===== config.mk =====
export PLATFORM = sky130hd
export DESIGN_NAME = i2c_csr_fifo
export DESIGN_NICKNAME = d
export VERILOG_FILES = /design/src/rtl/i2c_csr_fifo.sv
export SDC_FILE = /design/constraint.sdc
export NUM_CORES = 1
export LEC_CHECK = 0
export BUFFER_PORTS_ARGS = -buffer_cell sky130_fd_sc_hd__buf_2
export CAP_MARGIN = 5
export CORE_MARGIN = 10
export CORE_UTILIZATION = 47
export DETAILED_ROUTE_END_ITERATION = 10
export GPL_TIMING_DRIVEN = 0
export PLACE_DENSITY_LB_ADDON = 0.05
export SLEW_MARGIN = 20
export SYNTH_ARGS = -nofsm -noshare
export SYNTH_HDL_FRONTEND = slang
export SYNTH_SLANG_ARGS = --single-unit

===== constraint.sdc =====
create_clock -name clk -period 6.5 [get_ports clk]
set_clock_uncertainty 0.15 [all_clocks]
set_input_delay 0.325 -clock clk [delete_from_list [all_inputs] [get_ports clk]]
set_output_delay 0.325 -clock clk [all_outputs]
set_load 0.05 [all_outputs]

===== src/rtl/i2c_csr_fifo.sv =====
module i2c_csr_fifo #(
  parameter int DEPTH = 16,
  parameter int DW = 8
) (
  input  logic        clk,
  input  logic        rst_n,
  input  logic [7:0]  reg_addr,
  input  logic        reg_wr,
  input  logic        reg_rd,
  input  logic [31:0] reg_wdata,
  output logic [31:0] reg_rdata,
  input  logic        tx_pop,
  output logic [7:0]  tx_byte,
  output logic        tx_empty,
  input  logic        rx_push,
  input  logic [7:0]  rx_byte,
  input  logic        ev_done,
  input  logic        ev_nack,
  input  logic        ev_buserr,
  input  logic        ev_arblost,
  input  logic        ev_busy,
  output logic        ctl_enable,
  output logic        ctl_release,
  output logic [1:0]  ctl_cond,
  output logic        nack_ignore,
  output logic [7:0]  clk_div,
  output logic [7:0]  tgt_addr,
  output logic [7:0]  xfer_count,
  output logic [15:0] cmd_word,
  output logic        cmd_start,
  output logic        irq
);
  localparam int PW = $clog2(DEPTH);
  localparam int CW = PW + 1;
  localparam logic [7:0] A_CTL = 8'h00, A_DIV = 8'h04, A_STS = 8'h08, A_TGT = 8'h0C;
  localparam logic [7:0] A_TXD = 8'h10, A_RXD = 8'h14, A_CMD = 8'h18, A_FCTL = 8'h1C;
  localparam logic [7:0] A_FSTS = 8'h20, A_CNT = 8'h24, A_RCNT = 8'h28;

  logic          ctl_ien, be_q, pend_q, arb_q, done_q, nack_q, rx_rst_q, tx_rst_q;
  logic [7:0]    rcnt_q;
  logic [DW-1:0] tx_mem [DEPTH];
  logic [DW-1:0] rx_mem [DEPTH];
  logic [PW-1:0] tx_wp, tx_rp, rx_wp, rx_rp;
  logic [CW-1:0] tx_cnt, rx_cnt;

  wire wr_ctl  = reg_wr && reg_addr == A_CTL;
  wire wr_div  = reg_wr && reg_addr == A_DIV;
  wire wr_sts  = reg_wr && reg_addr == A_STS;
  wire wr_cmd  = reg_wr && reg_addr == A_CMD && ctl_enable;
  wire wr_fctl = reg_wr && reg_addr == A_FCTL;
  wire wr_fsts = reg_wr && reg_addr == A_FSTS;
  wire sts_zero = wr_sts && reg_wdata == 32'd0;

  wire tx_full  = tx_cnt == CW'(DEPTH);
  wire rx_avail = rx_cnt != '0;
  wire tx_in    = reg_wr && reg_addr == A_TXD && !tx_full;
  wire tx_out   = tx_pop && !tx_empty;
  wire rx_in    = rx_push && rx_cnt != CW'(DEPTH);
  wire rx_out   = reg_rd && reg_addr == A_RXD && rx_avail;

  assign tx_empty = tx_cnt == '0;
  assign tx_byte  = tx_empty ? 8'd0 : tx_mem[tx_rp];
  assign irq      = ctl_ien & pend_q;

  always_ff @(posedge clk) if (tx_in) tx_mem[tx_wp] <= reg_wdata[DW-1:0];
  always_ff @(posedge clk) if (rx_in) rx_mem[rx_wp] <= rx_byte;

  always_ff @(posedge clk or negedge rst_n)
    if (!rst_n) begin
      tx_wp <= '0; tx_rp <= '0; tx_cnt <= '0;
    end else if (tx_rst_q) begin
      tx_wp <= '0; tx_rp <= '0; tx_cnt <= '0;
    end else begin
      if (tx_in) tx_wp <= tx_wp + 1'b1;
      if (tx_out) tx_rp <= tx_rp + 1'b1;
      tx_cnt <= tx_cnt + CW'(tx_in) - CW'(tx_out);
    end

  always_ff @(posedge clk or negedge rst_n)
    if (!rst_n) begin
      rx_wp <= '0; rx_rp <= '0; rx_cnt <= '0;
    end else if (rx_rst_q) begin
      rx_wp <= '0; rx_rp <= '0; rx_cnt <= '0;
    end else begin
      if (rx_in) rx_wp <= rx_wp + 1'b1;
      if (rx_out) rx_rp <= rx_rp + 1'b1;
      rx_cnt <= rx_cnt + CW'(rx_in) - CW'(rx_out);
    end

  always_ff @(posedge clk or negedge rst_n)
    if (!rst_n) begin
      ctl_enable <= 1'b0; ctl_release <= 1'b0; ctl_cond <= 2'd0; ctl_ien <= 1'b0;
      clk_div <= '0; tgt_addr <= '0; xfer_count <= '0; rcnt_q <= '0;
      cmd_word <= '0; cmd_start <= 1'b0;
      nack_ignore <= 1'b0; rx_rst_q <= 1'b0; tx_rst_q <= 1'b0;
      be_q <= 1'b0; pend_q <= 1'b0; arb_q <= 1'b0; done_q <= 1'b0; nack_q <= 1'b0;
    end else begin
      if (wr_ctl) begin
        ctl_release <= reg_wdata[1];
        ctl_cond    <= reg_wdata[3:2];
        ctl_ien     <= reg_wdata[5];
        ctl_enable  <= reg_wdata[7];
      end
      if (wr_div) clk_div <= reg_wdata[7:0];
      if (reg_wr && reg_addr == A_TGT) tgt_addr <= reg_wdata[7:0];
      if (reg_wr && reg_addr == A_CNT) xfer_count <= reg_wdata[7:0];
      if (!ctl_enable) cmd_word <= '0;
      else if (wr_cmd) cmd_word <= reg_wdata[15:0];
      cmd_start <= wr_cmd;
      if (wr_cmd) rcnt_q <= '0;
      else if (rx_in) rcnt_q <= rcnt_q + 8'd1;
      if (wr_fctl) begin
        nack_ignore <= reg_wdata[0];
        rx_rst_q    <= reg_wdata[1];
        tx_rst_q    <= reg_wdata[2];
      end else begin
        rx_rst_q <= 1'b0;
        tx_rst_q <= 1'b0;
      end
      be_q   <= ev_buserr | (be_q & ~(wr_sts & (reg_wdata[1] | sts_zero)));
      pend_q <= ev_done | ev_nack | (pend_q & ~(wr_sts & (reg_wdata[2] | sts_zero)));
      arb_q  <= ev_arblost | (arb_q & ~sts_zero);
      done_q <= ev_done | (done_q & ~(wr_fsts & reg_wdata[0]));
      nack_q <= ev_nack | (nack_q & ~(wr_fsts & reg_wdata[1]));
    end

  always_comb begin
    reg_rdata = '0;
    if (reg_rd)
      unique case (reg_addr)
        A_CTL:  reg_rdata = {24'd0, ctl_enable, 1'b0, ctl_ien, 1'b0, ctl_cond, ctl_release, 1'b0};
        A_DIV:  reg_rdata = {24'd0, clk_div};
        A_STS:  reg_rdata = {25'd0, ev_busy, 2'd0, arb_q, pend_q, be_q, 1'b0};
        A_TGT:  reg_rdata = {24'd0, tgt_addr};
        A_RXD:  reg_rdata = {24'd0, rx_avail ? rx_mem[rx_rp] : 8'd0};
        A_CMD:  reg_rdata = {16'd0, cmd_word};
        A_FCTL: reg_rdata = {29'd0, tx_rst_q, rx_rst_q, nack_ignore};
        A_FSTS: reg_rdata = {8'd0, 8'(tx_cnt), 8'(rx_cnt), 2'd0, tx_full, 2'd0, rx_avail, nack_q, done_q};
        A_CNT:  reg_rdata = {24'd0, xfer_count};
        A_RCNT: reg_rdata = {24'd0, rcnt_q};
        default: reg_rdata = '0;
      endcase
  end

  AST_TX_BOUND: assert property (@(posedge clk) disable iff (!rst_n) tx_cnt <= CW'(DEPTH));
  AST_RX_NO_UNDERFLOW: assert property (@(posedge clk) disable iff (!rst_n)
    (rx_cnt == '0 && !rx_push) |=> rx_cnt == '0);
  AST_RST_SELF_CLEAR: assert property (@(posedge clk) disable iff (!rst_n)
    (rx_rst_q && !wr_fctl) |=> (!rx_rst_q && rx_cnt == '0));
  AST_DONE_STICKY: assert property (@(posedge clk) disable iff (!rst_n)
    ev_done |=> (done_q && pend_q));
  AST_DIV_HOLD: assert property (@(posedge clk) disable iff (!rst_n)
    !wr_div |=> $stable(clk_div));
  AST_CMD_IDLE: assert property (@(posedge clk) disable iff (!rst_n)
    !ctl_enable |=> (cmd_word == '0 && !cmd_start));
endmodule


**Word level (Yosys, flattened, before mapping)**

Memories as Yosys holds them, arrays and structs flattened.
Index checks and enable logic that the tools add are counted.

- Bits in writable memories: 256
- Memories kept: 2
- Word-level logic and storage cells: 122
- Output and inout port bits: 88
- Flip-flop bits (word level): 88
- Input port bits: 59

Memories:

| memory | words | width | rd ports | clocked after Yosys merged registers in | wr ports | line | source |
|---|---|---|---|---|---|---|---|
| rx_mem | 16 | 8 | 1 | 0 | 1 | 42 | `logic [DW-1:0] rx_mem [DEPTH];` |
| tx_mem | 16 | 8 | 1 | 0 | 1 | 41 | `logic [DW-1:0] tx_mem [DEPTH];` |

- Equality and inequality tests: 13
- Reduce and logical (&&, ||, !) cells: 27
- Muxes and demuxes: 24
- Add/subtract/negate cells: 9
- Bitwise operators: 23

Operator list:

| operator | number |
|---|---|
| one-hot mux 21 bit (10 select lines) | 1 |
| equality test 8 x 5 -> 1 bit (second input constant) | 4 |
| zero test 32 bit | 1 |
| two-way mux 16 bit | 2 |
| two-way mux 4 bit | 8 |
| two-way mux 8 bit | 4 |
| equality test 8 x 6 -> 1 bit (second input constant) | 3 |
| two-way mux 21 bit | 1 |
| adder 4 x 1 -> 4 bit (second input constant) | 4 |
| equality test 8 x 4 -> 1 bit (second input constant) | 2 |
| logical AND 1 bit | 16 |
| adder 5 x 1 -> 5 bit | 2 |
| AND 1 bit | 10 |
| two-way mux 5 bit | 2 |
| nonzero test 2 bit | 5 |
| subtractor 5 x 1 -> 5 bit | 2 |
| adder 8 x 1 -> 8 bit (second input constant) | 1 |
| equality test 8 x 3 -> 1 bit (second input constant) | 1 |
| zero test 8 bit | 1 |
| bitwise OR 1 bit | 8 |
| two-way mux 1 bit | 6 |
| equality test 5 bit (second input constant) | 1 |
| zero test 5 bit | 1 |
| != test 5 bit (second input constant) | 1 |
| 4 further kinds | 9 |

**Logic depth before layout (Yosys ltp)**

- Depth after elaboration: 8
- Gate-level depth with buffers: 16
- Gate-level depth less buffers: 15

**Worst setup path after synthesis**

No wires, ideal clock.

- Path kind: register to register
- From: reg tx_cnt[3]
- To: reg tx_cnt[4]
- Cell stages (with the launch flop): 16
- Slack: 2.761 ns
- Path buffers: 1
- Period minus slack after synthesis: 3.739 ns
- Data arrival time: 3.511 ns
- Cell sequence: dfrtp_1 inv_1 ha_1 nor4b_2 nor2b_1 clkbuf_1 ha_1 inv_1 ha_1 inv_1 fa_1 inv_1 a21oi_1 nor2_1 or3_1 a21oi_1

RTL lines:

| what | line | source |
|---|---|---|
| start: declaration | 44 | `logic [CW-1:0] tx_cnt, rx_cnt;` |
| start signal: assignment | 76 | `tx_cnt <= tx_cnt + CW'(tx_in) - CW'(tx_out);` |
| zero test 5 bit | 61 | `assign tx_empty = tx_cnt == '0;` |
| net tx_empty | 14 | `output logic tx_empty,` |
| zero test 1 bit | 57 | `wire tx_out = tx_pop && !tx_empty;` |
| logical AND 1 bit | 57 |  |
| subtractor 5 x 1 -> 5 bit | 76 |  |
| two-way mux 5 bit | 71 | `end else if (tx_rst_q) begin` |

The timed path passes the listed nets, and every way through them passes these cells.
A chain may end at the register's enable or synchronous reset.

**Worst setup path in the final report**

- From: reg rx_rp[1]
- To: out reg_rdata[7]

- Longest elaborated chain between the ends: 4

RTL lines:

| what | line | source |
|---|---|---|
| start: declaration | 43 | `logic [PW-1:0] tx_wp, tx_rp, rx_wp, rx_rp;` |
| start signal: assignment | 86 | `if (rx_out) rx_rp <= rx_rp + 1'b1;` |
| memory (16 x 8 bit) | - |  |
| two-way mux 8 bit | 135 | `A_RXD: reg_rdata = {24'd0, rx_avail ? rx_mem[rx_rp] : 8'd0};` |
| one-hot mux 21 bit (10 select lines) | 130 | `unique case (reg_addr)` |
| two-way mux 21 bit | 129 | `if (reg_rd)` |
| end: declaration | 11 | `output logic [31:0] reg_rdata,` |

No other way between the ends.

==> flow_summary.toml <==
[detailed_routing]
vias = 8762
wl_per_cell_um = 24.2
wirelength_um = 37600
drtIter0Drc = 553
drc = 0
drt-pass1-iter-count = 6
viasPerCell = 5.64
antenna_left = 0

[clock_tree]
root_buffer = "clkbuf_16"
cts_max_level = 2
ctsLongestPathBuffers = 3
clock_sinks = 344
tritoncts = "yes"
numCtsBuffers = 38
cts_resized = 0
clock_latency_ns = 0.52
clkTransAtPathRegs_ns = 0.06
postCtsSetupBuffers = 0

[yosys]
yosys.cell_types.count = 58
async_reset_ff_share_pct = 25.6
synth_ff_type = "edfxtp_1"
yosys_register_bits = 344
yosysTopAreaCell = "edfxtp_1"
syn_area_um2 = 14900
avgSynthCellArea_um2 = 16.1
synth_edf_count = 256
yosysWarnings = 0
syn_inst = 922
yosysTopAreaCellShare_pct = 51.7
synth.area.top_cells = "edfxtp_1 (52%), dfrtp_1 (15%), mux4_2 (9.1%)"
synth-seq-area-share_pct = 66.4

[setup_path]
worst_setup_path_start_kind = "flop"
cp_max_fo = 10
criticalPathCategory = "flop to primary output"
regToRegSetupSlack_ns = 2.97
rr_worst_depth = 15
crit_required_ns = 6.02
reg2reg_from = "rx_cnt[2]"
cp-end-kind = "primary output"
arrival_ns = 3.82
r2r-end = "rx_cnt[4]"

[global_routing]
grt_pass1_vias = 9072
grt_pass1_wl_um = 56400
antenna_found_initial = 0
grt_max_degree = 77
grt_util_all_layers_pct = 19.1
grt_remaining_overflow = 0

[floorplan]
die_h_um = 198
initial_core_util_pct = 47.4
rows = 65
core_region_area_um2 = 31400
dieWidth_um = 198
io-pin-count = 147
die-area_um2 = 39200

[timing]
setup_viol = 0
fmax_mhz = 233
min_period_over_period_pct = 66.1
setup_tns_ns = 0
finalHoldViolCount = 0
period_minus_slack_ns = 4.30
slew_viol_final = 0
slew_headroom_pct = 42.2
rsz0062_at_grt = "false"
tightestPinTransition_ns = 0.866

[cells_and_area]
final_area_um2 = 17600
fillerInstances = 2541
drive_gt1_share_pct = 29.0
multi_input_area_um2 = 4620
diodes = 0
nets = 1205
syn_to_final_growth_pct = 18.0
area.sequential_um2 = 9890

[placed_design]
io_buffers = 131
dpl-instance-area_um2 = 16200
hpwl_um = 26400
gp_routability_congestion = 0.892

[power]
power_per_cell_area_nw_per_um2 = 358
irDropWorstVdd_v = 0.000317
total_power_w = 0.00628
leakagePower_nw = 6.67

[status]
status = "finished clean"

[min_path]
hp-class = "primary input to asynchronous set/reset pin"

[run]
cap_violations = 0
cells in the mapped netlist, types with 2 or more instances:
cell	count
edfxtp_1	256
dfrtp_1	88
mux4_2	60
nor2_1	48
nand2_1	36
mux2i_1	30
inv_1	28
mux2_2	28
clkbuf_1	23
ha_1	23
a221oi_1	19
a22o_1	19
buf_4	19
a21oi_1	17
a22oi_1	17
and2_1	17
and3_1	17
xor2_1	16
nor2b_1	14
nor4_1	13
o21ai_0	13
nand4_1	11
o22ai_1	11
buf_2	9
xnor2_1	9
nor3_1	7
a21o_1	6
buf_6	6
nand3_1	6
o21a_1	6
a211oi_1	5
and4_1	5
buf_1	4
a31oi_1	3
nor3b_1	3
a21boi_1	2
fa_1	2
nand4_2	2
nor4b_1	2
nor4b_4	2
o2111ai_1	2
or3_1	2
stage by stage:
step | hold WS (ns) | std cells | utilization [%] | setup WS, ns
floorplan | -0.121 | 932 | - | 2.76
global placement | 0.307 | 1465 | 51.2 | 2.72
detailed placement | 0.0124 | 1470 | 51.5 | 2.75
CTS | 0.0271 | 1553 | 55.9 | 2.16
global route | 0.0514 | 1553 | 56.0 | 2.06
finish | 0.0526 | 1553 | 56.0 | 2.20
power by group:
part / total [W] / internal [W] / switching, W
registers: 0.00266 / 0.00254 / 0.000119
logic: 0.00150 / 0.000619 / 0.000886
clock network: 0.00212 / 0.00127 / 0.000848
registers in the layout, indices dropped and copies added (netlist names), 5 cells and up:
name and cells:
tx_mem 128, tgt_addr 8, rx_mem 128, tx_cnt 5, clk_div 8, rx_cnt 5, xfer_count 8, rcnt_q 8
cmd_word 16
cell usage in the layout (no fill, tap or decap), types with 13 or more instances in the layout:
master	instances
xor2_1	16
mux2i_1	30
mux2_2	28
clkbuf_16	38
a22o_1	19
inv_1	28
a21oi_1	17
mux4_2	60
ha_1	23
and3_1	17
nor2b_1	14
o21ai_0	13
dlygate4sd3_1	13
nor2_1	48
clkbuf_1	34
a22oi_1	17
a221oi_1	19
nand2_1	36
dfrtp_1	88
buf_2	143
buf_4	19
and2_1	17
edfxtp_1	256
how the worst max path moves through the flow:
stage / from / endpoint / slack [ns] / depth (start not counted)
floorplan: tx_cnt[3] / tx_cnt[4] / 2.76 / 15
global placement: reg_addr[5] / tx_mem[0][3] / 2.72 / 6
detailed placement: rx_rp[1] / reg_rdata[3] / 2.75 / 6
CTS: rx_rp[1] / reg_rdata[3] / 2.16 / 6
global route: rx_rp[1] / reg_rdata[3] / 2.06 / 6
finish: rx_rp[1] / reg_rdata[7] / 2.20 / 6
per-layer routing:
metal | track usage [%] | part of all wire, % | vias up | wire, um
met4 | 5.38 | 2.4 | 0 | 898
met5 | 0 | 0 | - | 0
li1 | - | - | 3989 | -
met3 | 2.94 | 4.3 | 58 | 1600
met1 | 25.0 | 43 | 4464 | 16100
met2 | 32.4 | 50 | 251 | 18900
layout make-up:
type | instances | area share (%)
clock buffer | 55 | 6.12
buffer | 61 | 2.03
timing repair buffer | 149 | 4.78
inverter | 29 | 0.620
sequential | 344 | 56.3
multi-input combinational | 498 | 26.3
tap | 402 | 2.86
clock inverter | 15 | 0.983
logic make-up after synthesis:
kind of cell,Yosys count,synth area share [%]
adders and majority gates,25,2.20
buffers and inverters,90,3.13
xor gates and xnor gates,25,1.47
muxes,118,13.2
DFF,344,66.4
AOI/OAI and AO/OA,124,6.02
other,1,0.0252
and+or+nand+nor,195,7.49
critical path, stage by stage (launching register included):
cell and delay [ns]:
dfrtp_1 0.48, buf_1 0.69, clkbuf_1 0.56, mux4_2 0.42
a221oi_1 0.61, o22ai_1 0.25, buf_2 0.28
timing repair:
| item | 4_1_cts | 5_1_grt |
|---|---|---|
| hold buffers | 13 | 0 |
| setup endpoints to repair | 0 | 0 |
| hold endpoints to repair | 101 | 0 |
No activity file was read; power rests on OpenSTA's default activity.
